$ cat src/rtl/dwt97_pkg.sv
package dwt97_pkg;

  localparam real LIFT_A = -1.586134342;
  localparam real LIFT_B = -0.05298011854;
  localparam real LIFT_G = 0.8829110762;
  localparam real LIFT_H = 0.4435068522;
  localparam real SCALE_Z = 1.149604398;

  // round-to-nearest fixed-point constant
  function automatic int quant(real r, int fb);
    return int'($floor(r * (2.0 ** fb) + 0.5));
  endfunction

  function automatic real lift_coef(int k);
    case (k)
      0:       return LIFT_A;
      1:       return LIFT_B;
      2:       return LIFT_G;
      default: return LIFT_H;
    endcase
  endfunction

endpackage

$ cat src/rtl/dwt97_mac.sv
module dwt97_mac #(
  parameter int IW   = 24,
  parameter int CW   = 16,
  parameter int CF   = 14,
  parameter int COEF = 0
) (
  input  logic signed [IW-1:0] base_i,
  input  logic signed [IW-1:0] left_i,
  input  logic signed [IW-1:0] right_i,
  output logic signed [IW-1:0] res_o
);
  localparam int PW = IW + 1 + CW;
  localparam logic signed [CW-1:0] COEF_C = CW'(COEF);
  localparam logic signed [PW-1:0] HALF = PW'(1) << (CF - 1);

  logic signed [IW:0]   pair_sum;
  logic signed [PW-1:0] prod;
  logic signed [PW-1:0] rnd;
  logic signed [PW-1:0] scl;
  logic                 unused_hi;

  always_comb begin
    pair_sum = (IW+1)'(left_i) + (IW+1)'(right_i);
    prod     = PW'(pair_sum) * PW'(COEF_C);
    rnd      = prod + HALF;
    scl      = rnd >>> CF;
    res_o    = base_i + scl[IW-1:0];
  end

  assign unused_hi = ^scl[PW-1:IW];
endmodule

$ cat src/rtl/dwt97_predict_stage.sv
module dwt97_predict_stage #(
  parameter int IW   = 24,
  parameter int CW   = 16,
  parameter int CF   = 14,
  parameter int COEF = 0
) (
  input  logic                 clk_i,
  input  logic                 rst_ni,
  input  logic                 in_vld_i,
  input  logic                 in_sol_i,
  input  logic                 in_eol_i,
  input  logic signed [IW-1:0] in_ev_i,
  input  logic signed [IW-1:0] in_od_i,
  output logic                 out_vld_o,
  output logic                 out_sol_o,
  output logic                 out_eol_o,
  output logic signed [IW-1:0] out_ev_o,
  output logic signed [IW-1:0] out_od_o
);
  logic                 h_vld, h_sol, h_eol;
  logic signed [IW-1:0] h_ev, h_od;
  logic                 fire;
  logic signed [IW-1:0] nb_ev;
  logic signed [IW-1:0] mac_res;

  // held pair leaves once its right neighbour is known (next pair or mirror)
  assign fire  = h_vld && (h_eol || in_vld_i);
  assign nb_ev = h_eol ? h_ev : in_ev_i;

  dwt97_mac #(.IW(IW), .CW(CW), .CF(CF), .COEF(COEF)) u_mac (
    .base_i (h_od),
    .left_i (h_ev),
    .right_i(nb_ev),
    .res_o  (mac_res)
  );

  always_ff @(posedge clk_i or negedge rst_ni) begin
    if (!rst_ni) begin
      h_vld     <= 1'b0;
      h_sol     <= 1'b0;
      h_eol     <= 1'b0;
      h_ev      <= '0;
      h_od      <= '0;
      out_vld_o <= 1'b0;
      out_sol_o <= 1'b0;
      out_eol_o <= 1'b0;
      out_ev_o  <= '0;
      out_od_o  <= '0;
    end else begin
      out_vld_o <= fire;
      out_sol_o <= fire & h_sol;
      out_eol_o <= fire & h_eol;
      if (fire) begin
        out_ev_o <= h_ev;
        out_od_o <= mac_res;
      end
      if (in_vld_i) begin
        h_vld <= 1'b1;
        h_sol <= in_sol_i;
        h_eol <= in_eol_i;
        h_ev  <= in_ev_i;
        h_od  <= in_od_i;
      end else if (fire) begin
        h_vld <= 1'b0;
      end
    end
  end
endmodule

$ cat src/rtl/dwt97_update_stage.sv
module dwt97_update_stage #(
  parameter int IW   = 24,
  parameter int CW   = 16,
  parameter int CF   = 14,
  parameter int COEF = 0
) (
  input  logic                 clk_i,
  input  logic                 rst_ni,
  input  logic                 in_vld_i,
  input  logic                 in_sol_i,
  input  logic                 in_eol_i,
  input  logic signed [IW-1:0] in_ev_i,
  input  logic signed [IW-1:0] in_od_i,
  output logic                 out_vld_o,
  output logic                 out_sol_o,
  output logic                 out_eol_o,
  output logic signed [IW-1:0] out_ev_o,
  output logic signed [IW-1:0] out_od_o
);
  logic signed [IW-1:0] last_od;
  logic signed [IW-1:0] prev_od;
  logic signed [IW-1:0] mac_res;

  // left mirror at line start
  assign prev_od = in_sol_i ? in_od_i : last_od;

  dwt97_mac #(.IW(IW), .CW(CW), .CF(CF), .COEF(COEF)) u_mac (
    .base_i (in_ev_i),
    .left_i (prev_od),
    .right_i(in_od_i),
    .res_o  (mac_res)
  );

  always_ff @(posedge clk_i or negedge rst_ni) begin
    if (!rst_ni) begin
      last_od   <= '0;
      out_vld_o <= 1'b0;
      out_sol_o <= 1'b0;
      out_eol_o <= 1'b0;
      out_ev_o  <= '0;
      out_od_o  <= '0;
    end else begin
      out_vld_o <= in_vld_i;
      out_sol_o <= in_vld_i & in_sol_i;
      out_eol_o <= in_vld_i & in_eol_i;
      if (in_vld_i) begin
        out_ev_o <= mac_res;
        out_od_o <= in_od_i;
        last_od  <= in_od_i;
      end
    end
  end
endmodule

$ cat src/rtl/dwt97_scale_stage.sv
module dwt97_scale_stage #(
  parameter int IW  = 24,
  parameter int OW  = 18,
  parameter int CW  = 16,
  parameter int CF  = 14,
  parameter int GF  = 4,
  parameter int KLO = 0,
  parameter int KHI = 0
) (
  input  logic                 clk_i,
  input  logic                 rst_ni,
  input  logic                 in_vld_i,
  input  logic                 in_sol_i,
  input  logic                 in_eol_i,
  input  logic signed [IW-1:0] in_ev_i,
  input  logic signed [IW-1:0] in_od_i,
  output logic                 out_vld_o,
  output logic                 out_sol_o,
  output logic                 out_eol_o,
  output logic signed [OW-1:0] out_low_o,
  output logic signed [OW-1:0] out_high_o
);
  localparam int PW = IW + CW;
  localparam int SH = CF + GF;
  localparam logic signed [CW-1:0] KLO_C = CW'(KLO);
  localparam logic signed [CW-1:0] KHI_C = CW'(KHI);
  localparam logic signed [PW-1:0] HALF  = PW'(1) << (SH - 1);

  logic signed [PW-1:0] lo_sh, hi_sh;
  logic                 unused_bits;

  // scale and drop guard bits with one rounding
  always_comb begin
    lo_sh = ((PW'(in_ev_i) * PW'(KLO_C)) + HALF) >>> SH;
    hi_sh = ((PW'(in_od_i) * PW'(KHI_C)) + HALF) >>> SH;
  end

  assign unused_bits = ^{lo_sh[PW-1:OW], hi_sh[PW-1:OW]};

  always_ff @(posedge clk_i or negedge rst_ni) begin
    if (!rst_ni) begin
      out_vld_o  <= 1'b0;
      out_sol_o  <= 1'b0;
      out_eol_o  <= 1'b0;
      out_low_o  <= '0;
      out_high_o <= '0;
    end else begin
      out_vld_o <= in_vld_i;
      out_sol_o <= in_vld_i & in_sol_i;
      out_eol_o <= in_vld_i & in_eol_i;
      if (in_vld_i) begin
        out_low_o  <= lo_sh[OW-1:0];
        out_high_o <= hi_sh[OW-1:0];
      end
    end
  end
endmodule

$ cat src/rtl/dwt97_fwd_lift.sv
module dwt97_fwd_lift #(
  parameter int DW = 16,
  parameter int OW = DW + 2,
  parameter int CF = 14,
  parameter int GF = 4
) (
  input  logic                 clk_i,
  input  logic                 rst_ni,
  input  logic                 in_vld_i,
  input  logic                 in_sol_i,
  input  logic                 in_eol_i,
  input  logic signed [DW-1:0] in_even_i,
  input  logic signed [DW-1:0] in_odd_i,
  output logic                 out_vld_o,
  output logic                 out_sol_o,
  output logic                 out_eol_o,
  output logic signed [OW-1:0] out_low_o,
  output logic signed [OW-1:0] out_high_o
);
  import dwt97_pkg::*;

  localparam int NSTEP = 4;
  localparam int IW    = DW + GF + 4;
  localparam int CW    = CF + 2;
  localparam int KLO   = quant(SCALE_Z, CF);
  localparam int KHI   = quant(1.0 / SCALE_Z, CF);

  logic [NSTEP:0]       vld_s, sol_s, eol_s;
  logic signed [IW-1:0] ev_s [NSTEP+1];
  logic signed [IW-1:0] od_s [NSTEP+1];

  assign vld_s[0] = in_vld_i;
  assign sol_s[0] = in_sol_i;
  assign eol_s[0] = in_eol_i;
  assign ev_s[0]  = IW'(in_even_i) <<< GF;
  assign od_s[0]  = IW'(in_odd_i) <<< GF;

  for (genvar k = 0; k < NSTEP; k++) begin : g_step
    localparam int QK = quant(lift_coef(k), CF);
    if (k % 2 == 0) begin : g_pred
      dwt97_predict_stage #(.IW(IW), .CW(CW), .CF(CF), .COEF(QK)) u_stage (
        .clk_i    (clk_i),
        .rst_ni   (rst_ni),
        .in_vld_i (vld_s[k]),
        .in_sol_i (sol_s[k]),
        .in_eol_i (eol_s[k]),
        .in_ev_i  (ev_s[k]),
        .in_od_i  (od_s[k]),
        .out_vld_o(vld_s[k+1]),
        .out_sol_o(sol_s[k+1]),
        .out_eol_o(eol_s[k+1]),
        .out_ev_o (ev_s[k+1]),
        .out_od_o (od_s[k+1])
      );
    end else begin : g_upd
      dwt97_update_stage #(.IW(IW), .CW(CW), .CF(CF), .COEF(QK)) u_stage (
        .clk_i    (clk_i),
        .rst_ni   (rst_ni),
        .in_vld_i (vld_s[k]),
        .in_sol_i (sol_s[k]),
        .in_eol_i (eol_s[k]),
        .in_ev_i  (ev_s[k]),
        .in_od_i  (od_s[k]),
        .out_vld_o(vld_s[k+1]),
        .out_sol_o(sol_s[k+1]),
        .out_eol_o(eol_s[k+1]),
        .out_ev_o (ev_s[k+1]),
        .out_od_o (od_s[k+1])
      );
    end
  end

  dwt97_scale_stage #(
    .IW(IW), .OW(OW), .CW(CW), .CF(CF), .GF(GF), .KLO(KLO), .KHI(KHI)
  ) u_scale (
    .clk_i     (clk_i),
    .rst_ni    (rst_ni),
    .in_vld_i  (vld_s[NSTEP]),
    .in_sol_i  (sol_s[NSTEP]),
    .in_eol_i  (eol_s[NSTEP]),
    .in_ev_i   (ev_s[NSTEP]),
    .in_od_i   (od_s[NSTEP]),
    .out_vld_o (out_vld_o),
    .out_sol_o (out_sol_o),
    .out_eol_o (out_eol_o),
    .out_low_o (out_low_o),
    .out_high_o(out_high_o)
  );
endmodule

$ cat config.mk
export PLATFORM = sky130hd
export DESIGN_NAME = dwt97_fwd_lift
export DESIGN_NICKNAME = d
export VERILOG_FILES = /design/src/rtl/dwt97_pkg.sv /design/src/rtl/dwt97_mac.sv /design/src/rtl/dwt97_predict_stage.sv /design/src/rtl/dwt97_update_stage.sv /design/src/rtl/dwt97_scale_stage.sv /design/src/rtl/dwt97_fwd_lift.sv
export SDC_FILE = /design/constraint.sdc
export NUM_CORES = 2
export LEC_CHECK = 0
export ABC_AREA = 0
export BUFFER_PORTS_ARGS = -buffer_cell sky130_fd_sc_hd__buf_2
export CELL_PAD_IN_SITES_DETAIL_PLACEMENT = 2
export CELL_PAD_IN_SITES_GLOBAL_PLACEMENT = 2
export CORE_AREA = 2 2 375 377
export CTS_CLUSTER_DIAMETER = 30
export DETAILED_ROUTE_END_ITERATION = 8
export DIE_AREA = 0 0 377 379
export PLACE_DENSITY = 0.94
export SLEW_MARGIN = 20
export SYNTH_ARGS = -nofsm -noshare
export SYNTH_HDL_FRONTEND = slang
export SYNTH_HIERARCHICAL = 1
export SYNTH_SLANG_ARGS = --single-unit
$ cat constraint.sdc
create_clock -name clk_i -period 13 [get_ports clk_i]
set_input_delay 0.65 -clock clk_i [delete_from_list [all_inputs] [get_ports clk_i]]
set_output_delay 0.65 -clock clk_i [all_outputs]
set_load 0.05 [all_outputs]
# Word level (Yosys, flattened, before mapping)
# Cells that the tools add are included.
[op_classes] bitwise_logic=10 reduce_logical=6 multipliers=6 n_addsub=14 mux=8
[op_table] cell="38-bit by 15-bit adder with 38-bit output, second input constant" count=3
[op_table] cell="24-bit two-way mux" count=4
[op_table] cell="24-bit by 24-bit adder with 25-bit output" count=3
[op_table] cell="24-bit adder" count=3
[op_table] cell="36-bit by 19-bit adder with 36-bit output, second input constant" count=2
[op_table] cell="25-bit by 16-bit multiplier with 38-bit output, second input constant" count=1
[op_table] cell="36-bit by 15-bit adder with 37-bit output, second input constant" count=1
[op_table] cell="25-bit by 13-bit multiplier with 37-bit output, second input constant" count=1
[op_table] cell="25-bit by 14-bit multiplier with 37-bit output, second input constant" count=1
[op_table] cell="24-bit by 16-bit multiplier with 36-bit output, second input constant" count=1
[op_table] cell="24-bit by 13-bit multiplier with 34-bit output, second input constant" count=1
[op_table] cell="25-bit by 9-bit multiplier with 34-bit output, second input constant" count=1
[op_table] cell="20-bit by 24-bit adder with 25-bit output" count=1
[op_table] cell="20-bit by 23-bit adder with 24-bit output" count=1
[op_table] cell="1-bit AND" count=10
[op_table] cell="1-bit two-way mux" count=4
[op_table] cell="2-bit nonzero test" count=2
[op_table] cell="1-bit logical AND" count=2
[op_table] cell="1-bit logical OR" count=2
[word_totals] output_inout_bits=39 elab_cells=79 regBits=321

# Longest topological paths before layout
[depth] depth_word=5 mapped_depth=49 mapped_depth_nobuf=47

# Cells and area by module
# Netlist, hierarchy kept.
[by_module_without_submodules] mod="dwt97_scale_stage" n_inst=1 area_per_inst_um2=14423.8 seq_area_each_um2=975.9 cells_each=1558
[by_module_without_submodules] mod="dwt97_mac at g_step[0].g_pred.u_stage.u_mac" n_inst=1 area_per_inst_um2=10045.9 seq_area_each_um2=0.0 cells_each=1118
[by_module_without_submodules] mod="dwt97_mac at g_step[3].g_upd.u_stage.u_mac" n_inst=1 area_per_inst_um2=8458.1 seq_area_each_um2=0.0 cells_each=1038
[by_module_without_submodules] mod="dwt97_predict_stage" n_inst=2 area_per_inst_um2=4129.0 seq_area_each_um2=2552.4 cells_each=246
[by_module_without_submodules] mod="dwt97_mac at g_step[2].g_pred.u_stage.u_mac" n_inst=1 area_per_inst_um2=7513.5 seq_area_each_um2=0.0 cells_each=916
[by_module_without_submodules] mod="dwt97_mac at g_step[1].g_upd.u_stage.u_mac" n_inst=1 area_per_inst_um2=7178.1 seq_area_each_um2=0.0 cells_each=845
[by_module_without_submodules] mod="dwt97_update_stage" n_inst=2 area_per_inst_um2=2491.1 seq_area_each_um2=1276.2 cells_each=134
[by_module_without_submodules] mod="dwt97_fwd_lift" n_inst=1 area_per_inst_um2=3.8 seq_area_each_um2=0.0 cells_each=1

# Worst setup path after synthesis
# No wires, ideal clock.
[synth_path] path_kind="register to register" startpoint="register g_step[2].g_pred.u_stage.h_eol" endpoint="register g_step[2].g_pred.u_stage.out_od_o[23]" setup_ns=0.125 arrival_ns=9.732 setup_slack_ns=3.143 path_buffers=3 required_time_ns=12.875 stages_incl_launch_ff=43 cell_sequence="dfrtp_1 > buf_6 > buf_2 > mux2_2 > ha_1 > buf_4 > o21a_1 > o21a_1 > a311oi_1 > nor3b_1 > nor2_1 > and2_1 > o21a_1 > nor2_1 > xnor2_1 > ha_1 > fa_1 > fa_1 > [7 not listed] > nor2b_1 > a211oi_1 > a21boi_0 > o21ai_0 > nand4b_1 > nor4_2 > nor3b_1 > nor3_2 > xnor2_1 > ha_1 > a21o_1 > a2111o_1 > a31oi_1 > o21bai_1 > xnor2_1 > xnor2_1 > xnor2_1 > mux2_2"
[synth_via] elab_chain_len=5 word_cells_on_any_way=7 classes_between="add/sub (3); mul (1); mux (1); reduce/logical (2)"
[synth_rtl] element="start, declared" line_no="dwt97_predict_stage.sv:20" source="logic h_vld, h_sol, h_eol;"
[synth_rtl] element="start signal, assigned" line_no="dwt97_predict_stage.sv:60" source="h_eol <= in_eol_i;"
[synth_rtl] element="24-bit two-way mux" line_no="dwt97_predict_stage.sv:28" source="assign nb_ev = h_eol ? h_ev : in_ev_i;"
[synth_rtl] element="via g_step[2].g_pred.u_stage.nb_ev[5]" line_no="dwt97_predict_stage.sv:23" source="logic signed [IW-1:0] nb_ev;"
[synth_rtl] element="24-bit by 24-bit adder with 25-bit output" line_no="dwt97_mac.sv:23" source="pair_sum = (IW+1)'(left_i) + (IW+1)'(right_i);"
[synth_rtl] element="25-bit by 14-bit multiplier with 37-bit output" line_no="dwt97_mac.sv:24" source="prod = PW'(pair_sum) * PW'(COEF_C);"
[synth_rtl] element="38-bit by 15-bit adder with 38-bit output" line_no="dwt97_mac.sv:25" source="rnd = prod + HALF;"
[synth_rtl] element="24-bit adder" line_no="dwt97_mac.sv:27" source="res_o = base_i + scl[IW-1:0];"
[synth_rtl] element="via g_step[2].g_pred.u_stage.mac_res[23]" line_no="dwt97_predict_stage.sv:24" source="logic signed [IW-1:0] mac_res;"
[synth_rtl] element="end signal, assigned" line_no="dwt97_predict_stage.sv:55" source="out_od_o <= mac_res;"
[synth_rtl] element="end, declared" line_no="dwt97_predict_stage.sv:18" source="output logic signed [IW-1:0] out_od_o"
# The timed path passes the listed nets, and every way through them passes these cells.
# A chain may end at the register's enable or synchronous reset.

# Worst setup path after layout
[layout_path] startpoint="register g_step[0].g_pred.u_stage.h_eol" endpoint="register g_step[0].g_pred.u_stage.out_od_o[23]"
[layout_via] elab_chain_len=5 word_cells_on_any_way=7 classes_between="add/sub (3); mul (1); mux (1); reduce/logical (2)"
[layout_rtl] element="start, declared" line_no="dwt97_predict_stage.sv:20"
[layout_rtl] element="start signal, assigned" line_no="dwt97_predict_stage.sv:60"
[layout_rtl] element="24-bit two-way mux" line_no="dwt97_predict_stage.sv:28"
[layout_rtl] element="20-bit by 24-bit adder with 25-bit output" line_no="dwt97_mac.sv:23"
[layout_rtl] element="25-bit by 16-bit multiplier with 38-bit output" line_no="dwt97_mac.sv:24"
[layout_rtl] element="38-bit by 15-bit adder with 38-bit output" line_no="dwt97_mac.sv:25"
[layout_rtl] element="24-bit adder" line_no="dwt97_mac.sv:27"
[layout_rtl] element="via g_step[0].g_pred.u_stage.mac_res[23]" line_no="dwt97_predict_stage.sv:24"
[layout_rtl] element="end signal, assigned" line_no="dwt97_predict_stage.sv:55"
[layout_rtl] element="end, declared" line_no="dwt97_predict_stage.sv:18"
# The timed path passes the listed nets, and every way through them passes these cells.

==> flow_results.org <==
** STA
- The max-slew violation total from the final report came to 0.
- At the pin with the least slew margin, the transition time is 1.24 ns.
- Setup slack after layout :: -0.561 ns
- Setup TNS :: -2.75 ns
- Maximum clock skew at final layout :: 0.0667 ns
- Setup violations remaining at the end of the flow were counted as 8.
- Worst slew margin :: 16.4%
- Static timing analysis puts the maximum clock frequency at approximately 0.074 GHz.
- Final hold viol count :: 0
- Minimum clock period :: 13.56 ns
- In the finished design, the share of the clock period the worst path needs comes to 104%.

** Logic synthesis
- Yosys mapped the design onto 148 distinct sky130hd cell types.
- Synthesis produced a netlist whose cell count is between 6000 and 7000.
- Yosys printed 6 warnings.
- Post-synth top area cell :: fa_1
- After synthesis, the largest area contributor takes up 20.2% of total cell area.
- Most frequently used cell type in the post-synthesis netlist :: inv_1
- Top area cells in the synthesized netlist :: fa_1, ha_1, dfrtp_1
- The synthesized netlist occupies a cell area of just over 0.06 mm2.
- Async S/R FF share, synth :: 100%
- For this run, the leading register cell type out of synthesis is dfrtp_1.
- By count the netlist is led by inv_1, ha_1, fa_1.
- Sequential elements use around 14% of the synthesized area.
- The synthesized design contains 345 register bits.
- After synthesis, the mean cell area works out to about 9.8 um2.
- Count of flip-flops with a built-in enable after synthesis :: 0

** Worst setup path
- Delay of the slowest critical-path stage :: between 0.7 and 0.8 ns
- Worst Setup Path Type :: reg -> reg
- In this run the worst path has a maximum fanout of 27.
- The endpoint identified for the worst register-to-register timing path is g_step[0].g_pred.u_stage/out_od_o[23].
- Master of the slowest instance on the critical path :: o21ai_0
- The cell that appears most often on the critical path is fa_1.
- Reg2reg start :: g_step[0].g_pred.u_stage/h_eol
- STA puts the critical path data required time at 13.61 ns.
- Data arrival at the endpoint of the critical path :: roughly 14 ns
- Counting cells, the worst reg-to-reg path comes to 42.
- R2R setup slack :: -0.56 ns
- The critical path starts at g_step[0].g_pred.u_stage/h_eol.
- Kind of start point of the critical path :: flop
- Nature of the critical path endpoint :: flop
- Worst setup path endpoint :: g_step[0].g_pred.u_stage/out_od_o[23]

** Route
- After the first detailed-routing iteration, the DRC count stood at 4198.
- Once detail routing completed, the nets flagged for antenna violations numbered 0.
- Wires add up to 309000 um.
- In the final routed layout, each cell accounts on average for approximately 37 um.
- In the routed layout, each cell is associated on average with a via count of between 6 and 7.
- Detailed routing inserted a total of 54000 vias.
- First-pass detailed-route iteration total :: 8
- Remaining routing DRC violations :: 0

** Layout
- Count of filler cells inserted in the layout :: 14200
- At the end of the flow, the number of nets in the layout was 7991.
- Fraction of layout cells with a size suffix above 1 :: between 10% and 20%
- Area overhead of the layout relative to synthesis :: 10.4%

** Run status
- Result of the run :: finished with violations
- Violations in the final reports :: setup timing

** GRT
- The number of antenna violations at the first check in global routing came to 13.
- Vias in the first global route :: 64600
- Overall routing resource usage :: 42.3%
- For this run the aggregate overflow at the end of global routing stands at 0.
- Largest net degree at the start of global routing :: 128
- The first global-routing pass estimated 445000 um of wire.

** Floorplan
- During I/O placement, the number of pins put on the boundary was 76.
- Die Span Y :: 379 um
- Floorplan die width :: 377 um
- After floorplanning, the core was divided into 137 placement rows.
- The die covers 0.143 mm2.
- Starting density of the core :: approximately 44%
- The total area inside the core boundary comes to 0.139 mm2.

** CTS
- Depth of the CTS H-tree :: 3
- The longest clock path from root to sink contains 3 buffers.
- TritonCTS clock tree :: done
- Num CTS Buffers :: around 110
- For this design, the sink count on the clock tree is approximately 350.
- Register clock-pin slew on the reported worst setup and hold paths :: around 0.050 ns
- CTS root buffer :: clkbuf_16
- Clock latency on the worst-skew pair :: 0.74 ns

** Flow run
- The tool flagged a number of max-cap violations equal to 0.

** Worst hold path
- The worst hold path begins at in_odd_i[9].
- In this run the worst hold path is classified as in -> reg.

** Placed design
- The congestion estimate from routability-driven global placement came to 0.907.
- The wire-length estimate of the detail-placed layout is 205000 um.
- In this run the tool buffered the top-level ports with 75 buffer cells.
-- state kept, by name, indices dropped and copies added (netlist names), 18 cells and up --
| signal | count |
|---|---|
| g_step.g_pred.u_stage/h_od | 48 |
| g_step.g_pred.u_stage/out_ev_o | 48 |
| g_step.g_pred.u_stage/out_od_o | 48 |
| g_step.g_pred.u_stage/h_ev | 48 |
| g_step.g_upd.u_stage/out_od_o | 48 |
| u_scale/out_low_o | 18 |
| u_scale/out_high_o | 18 |
| g_step.g_upd.u_stage/out_ev_o | 48 |
-- worst min path at each step --
stage | endpoint | slack (ns) | depth (start not counted)
floorplan | g_step[0].g_pred.u_stage/h_eol | 0.35 | 0
finish | g_step[0].g_pred.u_stage/h_od[13] | 0.17 | 2
global route | g_step[0].g_pred.u_stage/h_od[5] | 0.14 | 2
CTS | g_step[0].g_pred.u_stage/h_od[9] | 0.13 | 2
global placement | g_step[2].g_pred.u_stage/h_eol | 0.44 | 2
detailed placement | u_scale/out_low_o[1] | 0.47 | 2
-- stage by stage --
step                instance area, um2  utilization (%)  hold WS [ns]  setup WS [ns]  std cells
detailed placement               63100             45.4         0.475          0.541       8063
floorplan                        60900                -         0.354           3.14       6247
finish                           67200             48.4         0.167         -0.561       8280
global route                     67200             48.4         0.142         -0.856       8276
global placement                 63100             45.4         0.441           1.92       8063
CTS                              67000             48.3         0.133       0.000200       8271
-- cell usage in the layout (no fill, tap or decap), types with 40 or more instances in the layout --
cell type,instances
dfrtp_1,340
fa_1,615
inv_1,1354
o21ai_0,126
a21oi_1,268
xor2_1,160
nor2_1,240
nor3_1,76
buf_2,74
nand3_1,79
ha_1,969
mux2_4,172
nand2_1,197
clkbuf_16,112
and2_1,50
o21a_1,56
a21o_1,155
mux2_2,227
nand4_1,40
xnor2_1,317
o21bai_1,50
-- layer usage --
layer	vias to the layer above	wire length, um	GRT usage (%)
met3	2212	21700	11.7
met5	-	159	0.206
li1	21000	-	-
met4	16	37300	42.1
met1	27300	99200	39.0
met2	3466	151000	74.2
-- worst max-delay path, delay by kind of cell (launching register included) --
kind | cells | cell delay (ns)
adders and majority gates | 9 | 4.36
muxes | 2 | 0.61
and+or+nand+nor | 6 | 1.44
xor gates and xnor gates | 5 | 1.23
DFF | 1 | 0.37
AOI/OAI and AO/OA | 14 | 4.53
buffers and inverters | 6 | 0.85
-- what timing repair did --
action,in CTS,in global routing
setup buffers,1,1
hold buffers,1,0
setup endpoints to repair,6,13
endpoints found under the hold margin,38,0
gates resized for setup,1,20
pin swaps,1,1
-- final cells by class --
type	instances	area [um2]	share of cell area, %
diodes	8	20.0	0.0298
flip-flops and latches	345	8640	12.9
clock buffers	141	3050	4.54
inverters	1364	5130	7.63
multi-input cells	4452	46600	69.4
clock inverters	65	862	1.28
well taps	1807	2260	3.37
repair buffers	98	577	0.859
-- kinds of logic (layout without fill, tap and decap cells) --
logic type                 Yosys count  after routing  share of synthesized area (%)
AOI/OAI and AO/OA                 1005           1005                           11.9
xor gates and xnor gates           500            500                           7.38
adders and majority gates         1587           1587                           40.2
buffers and inverters             1450           1668                           9.49
DFF                                345            345                           14.2
muxes                              410            410                           8.62
other                                1             20                        0.00616
and+or+nand+nor                    938            938                           8.18
Power is not shown: default switching activity piles up to over one toggle a cycle in this logic, so the estimate is an artifact.
